<file path="config.mk">
export PLATFORM = sky130hd
export DESIGN_NAME = batt_mon_top
export DESIGN_NICKNAME = d
export VERILOG_FILES = /design/src/rtl/batt_mon_pkg.sv /design/src/rtl/batt_rst_sync.sv /design/src/rtl/batt_ivl_timer.sv /design/src/rtl/batt_chk_seq.sv /design/src/rtl/batt_flag_regs.sv /design/src/rtl/batt_mon_top.sv
export SDC_FILE = /design/constraint.sdc
export NUM_CORES = 1
export LEC_CHECK = 0
export BUFFER_PORTS_ARGS = -buffer_cell sky130_fd_sc_hd__buf_2
export CAP_MARGIN = 20
export CORE_MARGIN = 10
export CORE_UTILIZATION = 50
export DETAILED_ROUTE_END_ITERATION = 12
export GPL_ROUTABILITY_DRIVEN = 1
export GPL_TIMING_DRIVEN = 0
export PLACE_DENSITY = 0.7
export SYNTH_ARGS = -nofsm -noshare
export SYNTH_HDL_FRONTEND = slang
export SYNTH_SLANG_ARGS = --single-unit
export TNS_END_PERCENT = 100
</file>
<file path="constraint.sdc">
create_clock -name clk -period 1.1 [get_ports clk]
set_input_delay 0.11 -clock clk [delete_from_list [all_inputs] [get_ports clk]]
set_output_delay 0.11 -clock clk [all_outputs]
set_load 0.03 [all_outputs]
</file>
<file path="src/rtl/batt_mon_pkg.sv">
package batt_mon_pkg;
  localparam int DATA_W  = 8;
  localparam int LOW_BIT = 4;
  localparam int ORG_BIT = 3;

  typedef enum logic [1:0] {
    ST_IDLE   = 2'd0,
    ST_SETTLE = 2'd1,
    ST_SAMPLE = 2'd2
  } chk_state_t;
endpackage

</file>
<file path="src/rtl/batt_rst_sync.sv">
module batt_rst_sync #(
  parameter int STAGES = 2
) (
  input  logic clk,
  input  logic rst_n,
  output logic rst_sync_n
);
  logic [STAGES-1:0] sr_q;

  always_ff @(posedge clk or negedge rst_n) begin
    if (!rst_n) sr_q <= '0;
    else        sr_q <= {sr_q[STAGES-2:0], 1'b1};
  end

  assign rst_sync_n = sr_q[STAGES-1];
endmodule

</file>
<file path="src/rtl/batt_ivl_timer.sv">
module batt_ivl_timer #(
  parameter int INTERVAL_S = 86400
) (
  input  logic clk,
  input  logic rst_n,
  input  logic sec_tick,
  input  logic main_ok,
  input  logic pu_start,
  output logic per_req
);
  localparam int CNT_W = $clog2(INTERVAL_S + 1);
  localparam logic [CNT_W-1:0] LAST = CNT_W'(INTERVAL_S - 1);

  logic [CNT_W-1:0] cnt_q, cnt_d;
  logic             cnt_en;

  always_comb begin
    cnt_d   = cnt_q;
    per_req = 1'b0;
    cnt_en  = 1'b0;
    if (!main_ok || pu_start) begin
      cnt_en = 1'b1;
      cnt_d  = '0;
    end else if (sec_tick) begin
      cnt_en = 1'b1;
      if (cnt_q == LAST) begin
        cnt_d   = '0;
        per_req = 1'b1;
      end else begin
        cnt_d = cnt_q + 1'b1;
      end
    end
  end

  always_ff @(posedge clk or negedge rst_n) begin
    if (!rst_n)      cnt_q <= '0;
    else if (cnt_en) cnt_q <= cnt_d;
  end

  // the count never passes the terminal value
  p_cnt_range_r2: assert property (@(posedge clk) disable iff (!rst_n)
    cnt_q <= LAST);
  // backup leaves the count at zero
  p_backup_clear_r7: assert property (@(posedge clk) disable iff (!rst_n)
    !main_ok |=> cnt_q == '0);
endmodule

</file>
<file path="src/rtl/batt_chk_seq.sv">
module batt_chk_seq
  import batt_mon_pkg::*;
#(
  parameter int SETTLE_CYC = 4
) (
  input  logic clk,
  input  logic rst_n,
  input  logic main_ok,
  input  logic per_req,
  output logic pu_start,
  output logic cmp_en,
  output logic smp_en,
  output logic smp_pu
);
  localparam int SC_W = $clog2(SETTLE_CYC + 1);
  localparam logic [SC_W-1:0] SC_LAST = SC_W'(SETTLE_CYC - 1);

  chk_state_t      state_q, state_d;
  logic [SC_W-1:0] set_cnt_q, set_cnt_d;
  logic            kind_q, kind_d;
  logic            main_q;

  assign pu_start = main_ok & ~main_q;

  always_comb begin
    state_d   = state_q;
    set_cnt_d = set_cnt_q;
    kind_d    = kind_q;
    smp_en    = 1'b0;
    case (state_q)
      ST_IDLE: begin
        if (pu_start) begin
          state_d   = ST_SETTLE;
          set_cnt_d = '0;
          kind_d    = 1'b1;
        end else if (per_req) begin
          state_d   = ST_SETTLE;
          set_cnt_d = '0;
          kind_d    = 1'b0;
        end
      end
      ST_SETTLE: begin
        if (!main_ok)                 state_d = ST_IDLE;
        else if (set_cnt_q == SC_LAST) state_d = ST_SAMPLE;
        else                          set_cnt_d = set_cnt_q + 1'b1;
      end
      ST_SAMPLE: begin
        state_d = ST_IDLE;
        smp_en  = main_ok;
      end
      default: state_d = ST_IDLE;
    endcase
  end

  always_ff @(posedge clk or negedge rst_n) begin
    if (!rst_n) begin
      state_q   <= ST_IDLE;
      set_cnt_q <= '0;
      kind_q    <= 1'b0;
      main_q    <= 1'b0;
    end else begin
      state_q   <= state_d;
      set_cnt_q <= set_cnt_d;
      kind_q    <= kind_d;
      main_q    <= main_ok;
    end
  end

  assign cmp_en = (state_q != ST_IDLE);
  assign smp_pu = kind_q;

  // a power rise launches a power-up class test
  p_pu_launch_r1: assert property (@(posedge clk) disable iff (!rst_n)
    (pu_start && state_q == ST_IDLE) |=> (state_q == ST_SETTLE && kind_q));
  // settle counter stays inside its window
  p_settle_bound_r3: assert property (@(posedge clk) disable iff (!rst_n)
    state_q == ST_SETTLE |-> set_cnt_q < SC_W'(SETTLE_CYC));
  // loss of main power ends any test
  p_abort_r6: assert property (@(posedge clk) disable iff (!rst_n)
    !main_ok |=> !cmp_en);
endmodule

</file>
<file path="src/rtl/batt_flag_regs.sv">
module batt_flag_regs
  import batt_mon_pkg::*;
#(
  parameter int ADDR_W    = 4,
  parameter int FLAG_ADDR = 15
) (
  input  logic              clk,
  input  logic              rst_n,
  input  logic              smp_en,
  input  logic              smp_pu,
  input  logic              cmp_low,
  input  logic [ADDR_W-1:0] reg_addr,
  output logic [DATA_W-1:0] reg_rdata
);
  logic low_q, org_q, low_d, org_d;

  always_comb begin
    low_d = cmp_low;
    org_d = cmp_low & smp_pu;
  end

  always_ff @(posedge clk or negedge rst_n) begin
    if (!rst_n) begin
      low_q <= 1'b0;
      org_q <= 1'b0;
    end else if (smp_en) begin
      low_q <= low_d;
      org_q <= org_d;
    end
  end

  always_comb begin
    reg_rdata = '0;
    if (reg_addr == ADDR_W'(FLAG_ADDR)) begin
      reg_rdata[LOW_BIT] = low_q;
      reg_rdata[ORG_BIT] = org_q;
    end
  end

  // a completed test stores the sampled comparator value
  p_low_update_r4: assert property (@(posedge clk) disable iff (!rst_n)
    smp_en |=> low_q == $past(cmp_low));
  // flags hold between completions
  p_sticky_r5: assert property (@(posedge clk) disable iff (!rst_n)
    !smp_en |=> $stable({low_q, org_q}));
  // origin is only set alongside the low flag
  p_org_low_r8: assert property (@(posedge clk) disable iff (!rst_n)
    org_q |-> low_q);
endmodule

</file>
<file path="src/rtl/batt_mon_top.sv">
module batt_mon_top #(
  parameter int INTERVAL_S = 86400,
  parameter int SETTLE_CYC = 4,
  parameter int ADDR_W     = 4,
  parameter int FLAG_ADDR  = 15
) (
  input  logic              clk,
  input  logic              rst_n,
  input  logic              sec_tick,
  input  logic              main_ok,
  input  logic              cmp_low,
  output logic              cmp_en,
  input  logic [ADDR_W-1:0] reg_addr,
  output logic [7:0]        reg_rdata
);
  logic rst_sync_n, pu_start, per_req, smp_en, smp_pu;

  batt_rst_sync #(.STAGES(2)) u_rst (
    .clk(clk), .rst_n(rst_n), .rst_sync_n(rst_sync_n)
  );

  batt_ivl_timer #(.INTERVAL_S(INTERVAL_S)) u_timer (
    .clk(clk), .rst_n(rst_sync_n), .sec_tick(sec_tick), .main_ok(main_ok),
    .pu_start(pu_start), .per_req(per_req)
  );

  batt_chk_seq #(.SETTLE_CYC(SETTLE_CYC)) u_seq (
    .clk(clk), .rst_n(rst_sync_n), .main_ok(main_ok), .per_req(per_req),
    .pu_start(pu_start), .cmp_en(cmp_en), .smp_en(smp_en), .smp_pu(smp_pu)
  );

  batt_flag_regs #(.ADDR_W(ADDR_W), .FLAG_ADDR(FLAG_ADDR)) u_regs (
    .clk(clk), .rst_n(rst_sync_n), .smp_en(smp_en), .smp_pu(smp_pu),
    .cmp_low(cmp_low), .reg_addr(reg_addr), .reg_rdata(reg_rdata)
  );
endmodule

</file>
==> results.tsv <==
metric	value	unit
FP Rows	19	
Avg WL per Cell	14.9	um
first-pass GRT wire length	5400	um
dpl hpwl	2220	um
grt total ovfl	0	
Clock Skews	4.33	ps
Peak VDD IR	878	uV
synth warn	0	
crit path DAT	2130	ps
largest net degree at the start of global routing	27	
Inserted Diodes	0	
Least-Margin Pin Slew	580	ps
unrepaired setup endpoints after global routing	true	
GRT Total Usage	12.1	%
Crit-path slowest cell	or4_4	
vias	1325	
failing checks	setup timing	
Mapped Cells	161	
register bit total from synthesis	28	
Root Driver	clkbuf_4	
register area share after synthesis	46.2	%
routed wire length	3500	um
clk sinks	28	
Peak Freq	538	MHz
min-delay src	cmp_low	
Max-Slew Margin vs Limit	61.3	%
post-route ant nets	0	
Period Utilization, post-route	169	%
P_int	1.77	mW
Synth Cell Area	0.00152	mm^2
setup ws final	-758	ps
launch point of the worst reg-to-reg path	u_timer.cnt_q[6]$_DFFE_PN0P_	
WP data required	1370	ps
Final Max Slew Viols	0	
status	complete, but fails checks	
I/O Buffers	10	
DRC violations left	0	
Synth cell types	37	
CP Launch Type	flop	
slowest stage delay, CP	580	ps
combinational share of power	31.5	%
Switching Share	30.2	%
Hold Path Class	in2reg	
Die Ht	75.1	um
Core Area	0.00283	mm^2
Final Util	73.9	%
layout cells sized above 1	40.2	%
hold path cells	2	
CP Max Fanout	6	
Hold Fails Final Rpt	0	
worst r2r path cells	4	
initial antenna violation count	0	
CP most frequent cell	or4_4	
Min-Delay Endpoint	u_regs.low_q$_DFFE_PN0P_	
H-tree Lvls	1	
DRT Pass-1 Iters	4	
vias in the first global route	1210	
routability congestion estimate	0.834	
worst reg2reg setup slack	-760	ps
reg-to-reg endpoint	u_timer.cnt_q[13]$_DFFE_PN0P_	
mean post-synth cell area	9.41	um^2
critical path cell sequence	nand3_4, or4_4, or4_4, a21oi_4	
Setup WS pre-CTS	-933	ps
CTS tree	yes	
Clock transition at path regs	150	ps
Initial DRC Count	81	
Final min period	1860	ps
WS Path Type	reg2reg	
Starting Density	53.6	%
area growth from synthesis to layout	37.9	%
CTS buffer count	3	
Critical Path End Type	flop	
max-cap violations	0	
Final setup viols	22	
die area	0.00563	mm^2
Clock power frac	19.8	%
Lkg Pwr	0.854	nW
PD cells	1210	mW/mm^2
share of power burned in registers	48.8	%
Nets	217	
Die W	75.1	um
Psw	0.764	mW
CTS Buffer Depth	2	
# IOs	18	
Vias/cell	5.64	
Final Power	2.53	mW
clk_lat worst skew	330	ps
placed cells by master, fill, tap and decap left out, types with 3 or more instances in the layout:
master,n
dfrtp_1,22
inv_1,6
or4_4,3
conb_1,7
buf_6,8
nand2b_1,3
buf_4,27
a21oi_1,7
nor2_1,14
nand4_1,6
dfrtp_2,6
o21ai_1,3
xnor2_1,7
o21ai_0,3
nand3_1,7
nand2_1,13
buf_2,7
clkbuf_4,3
metal layers:
layer	vias up	share of wire (%)	GRT usage [%]
met1	634	43	13.5
met3	4	6.1	4.20
met4	0	0.97	2.73
li1	652	-	-
met2	35	49	21.7
met5	-	0	0
state kept, by name (all words and copies together) (netlist names):
| name | count |
|---|---|
| u_seq.state_q | 2 |
| u_regs.org_q | 1 |
| u_timer.cnt_q | 17 |
| u_seq.main_q | 1 |
| u_rst.sr_q | 2 |
| u_seq.smp_pu | 1 |
| u_seq.set_cnt_q | 3 |
| u_regs.low_q | 1 |
power by group through the flow:
stage               clock network (mW)  registers [mW]  logic, mW
finish                           0.501            1.23      0.796
global placement                     0            1.24      0.486
detailed placement                   0            1.24      0.505
CTS                              0.524            1.23      0.632
global route                     0.556            1.25      0.878
floorplan                            0            1.22      0.410
stage by stage:
step	hold slack [ps]	area, um^2	setup TNS [ps]	instances
2_1_floorplan	-186	1580	-7960	166
3_3_place_gp	-105	1670	-12180	207
3_5_place_dp	-96.6	1670	-12960	207
4_1_cts	18.0	1840	-12710	221
5_1_grt	19.6	2090	-12400	235
6_report	22.3	2090	-10710	235
repair_timing:
action,in CTS,in global routing
hold endpoints to repair,3,0
hold buffers,2,0
endpoints found under the setup margin,50,25
pin swaps,7,9
setup buffers,9,14
gates resized for setup,15,32
synthesized netlist by cell type:
cell / number / share of area (%)
dfrtp_1: 28 / 46
nand2_1: 15 / 3.7
nor2_1: 15 / 3.7
a21oi_1: 10 / 3.3
nand3_1: 9 / 3.0
buf_4: 7 / 3.5
inv_1: 7 / 1.7
o21ai_0: 7 / 2.3
xnor2_1: 7 / 4.0
nand4_1: 6 / 2.5
or4_1: 5 / 2.5
nand2b_1: 4 / 1.7
and4_1: 3 / 1.7
ha_1: 3 / 2.5
nor4_1: 3 / 1.2
or3_1: 3 / 1.2
buf_6: 2 / 1.5
conb_1: 2 / 0.50
mux2_2: 2 / 1.5
nand3b_1: 2 / 0.99
nor3_1: 2 / 0.66
o311ai_0: 2 / 1.2
o31ai_1: 2 / 0.99
xor2_1: 2 / 1.2
a21o_1: 1 / 0.50
a22oi_1: 1 / 0.50
a31o_2: 1 / 0.58
a31oi_1: 1 / 0.41
and2_1: 1 / 0.41
and3b_1: 1 / 0.58
and4b_1: 1 / 0.66
buf_2: 1 / 0.33
clkbuf_1: 1 / 0.25
nand4bb_1: 1 / 0.74
nor4b_1: 1 / 0.58
nor4bb_1: 1 / 0.66
or3b_1: 1 / 0.58
layout make-up:
type | count | area, um^2
multi-input combinational | 120 | 917
clock buffer | 4 | 36.3
inverter | 7 | 26.3
timing repair buffer | 36 | 288
tap | 31 | 38.8
fill | 194 | 739
buffer | 9 | 75.1
sequential | 28 | 708
worst max path at each step:
stage	from	endpoint	slack (ps)	cells past startpoint
floorplan	u_seq.main_q$_DFF_PN0_	u_timer.cnt_q[13]$_DFFE_PN0P_	-780	6
global placement	u_seq.main_q$_DFF_PN0_	u_timer.cnt_q[13]$_DFFE_PN0P_	-860	6
detailed placement	u_seq.main_q$_DFF_PN0_	u_timer.cnt_q[13]$_DFFE_PN0P_	-930	6
CTS	u_seq.main_q$_DFF_PN0_	u_timer.cnt_q[13]$_DFFE_PN0P_	-810	5
global route	u_timer.cnt_q[2]$_DFFE_PN0P_	u_timer.cnt_q[9]$_DFFE_PN0P_	-790	5
finish	u_timer.cnt_q[6]$_DFFE_PN0P_	u_timer.cnt_q[13]$_DFFE_PN0P_	-760	4
cell families after synthesis:
logic type	after synthesis	synth area share, %
adder cells (fa/ha/maj)	3	2.48
AND/OR/NAND/NOR	74	27.1
other	2	0.496
multiplexers	2	1.49
buffers and inverters	18	7.27
XOR/XNOR	9	5.20
flip-flops	28	46.2
AO/OA/AOI/OAI	25	9.74
worst max-delay path, delay by kind of cell (launching register included):
family / cells / cell delay (ps)
AO/OA/AOI/OAI: 1 / 160
flip-flops: 1 / 470
AND/OR/NAND/NOR: 3 / 1170
(Power assumes the default switching activity.)
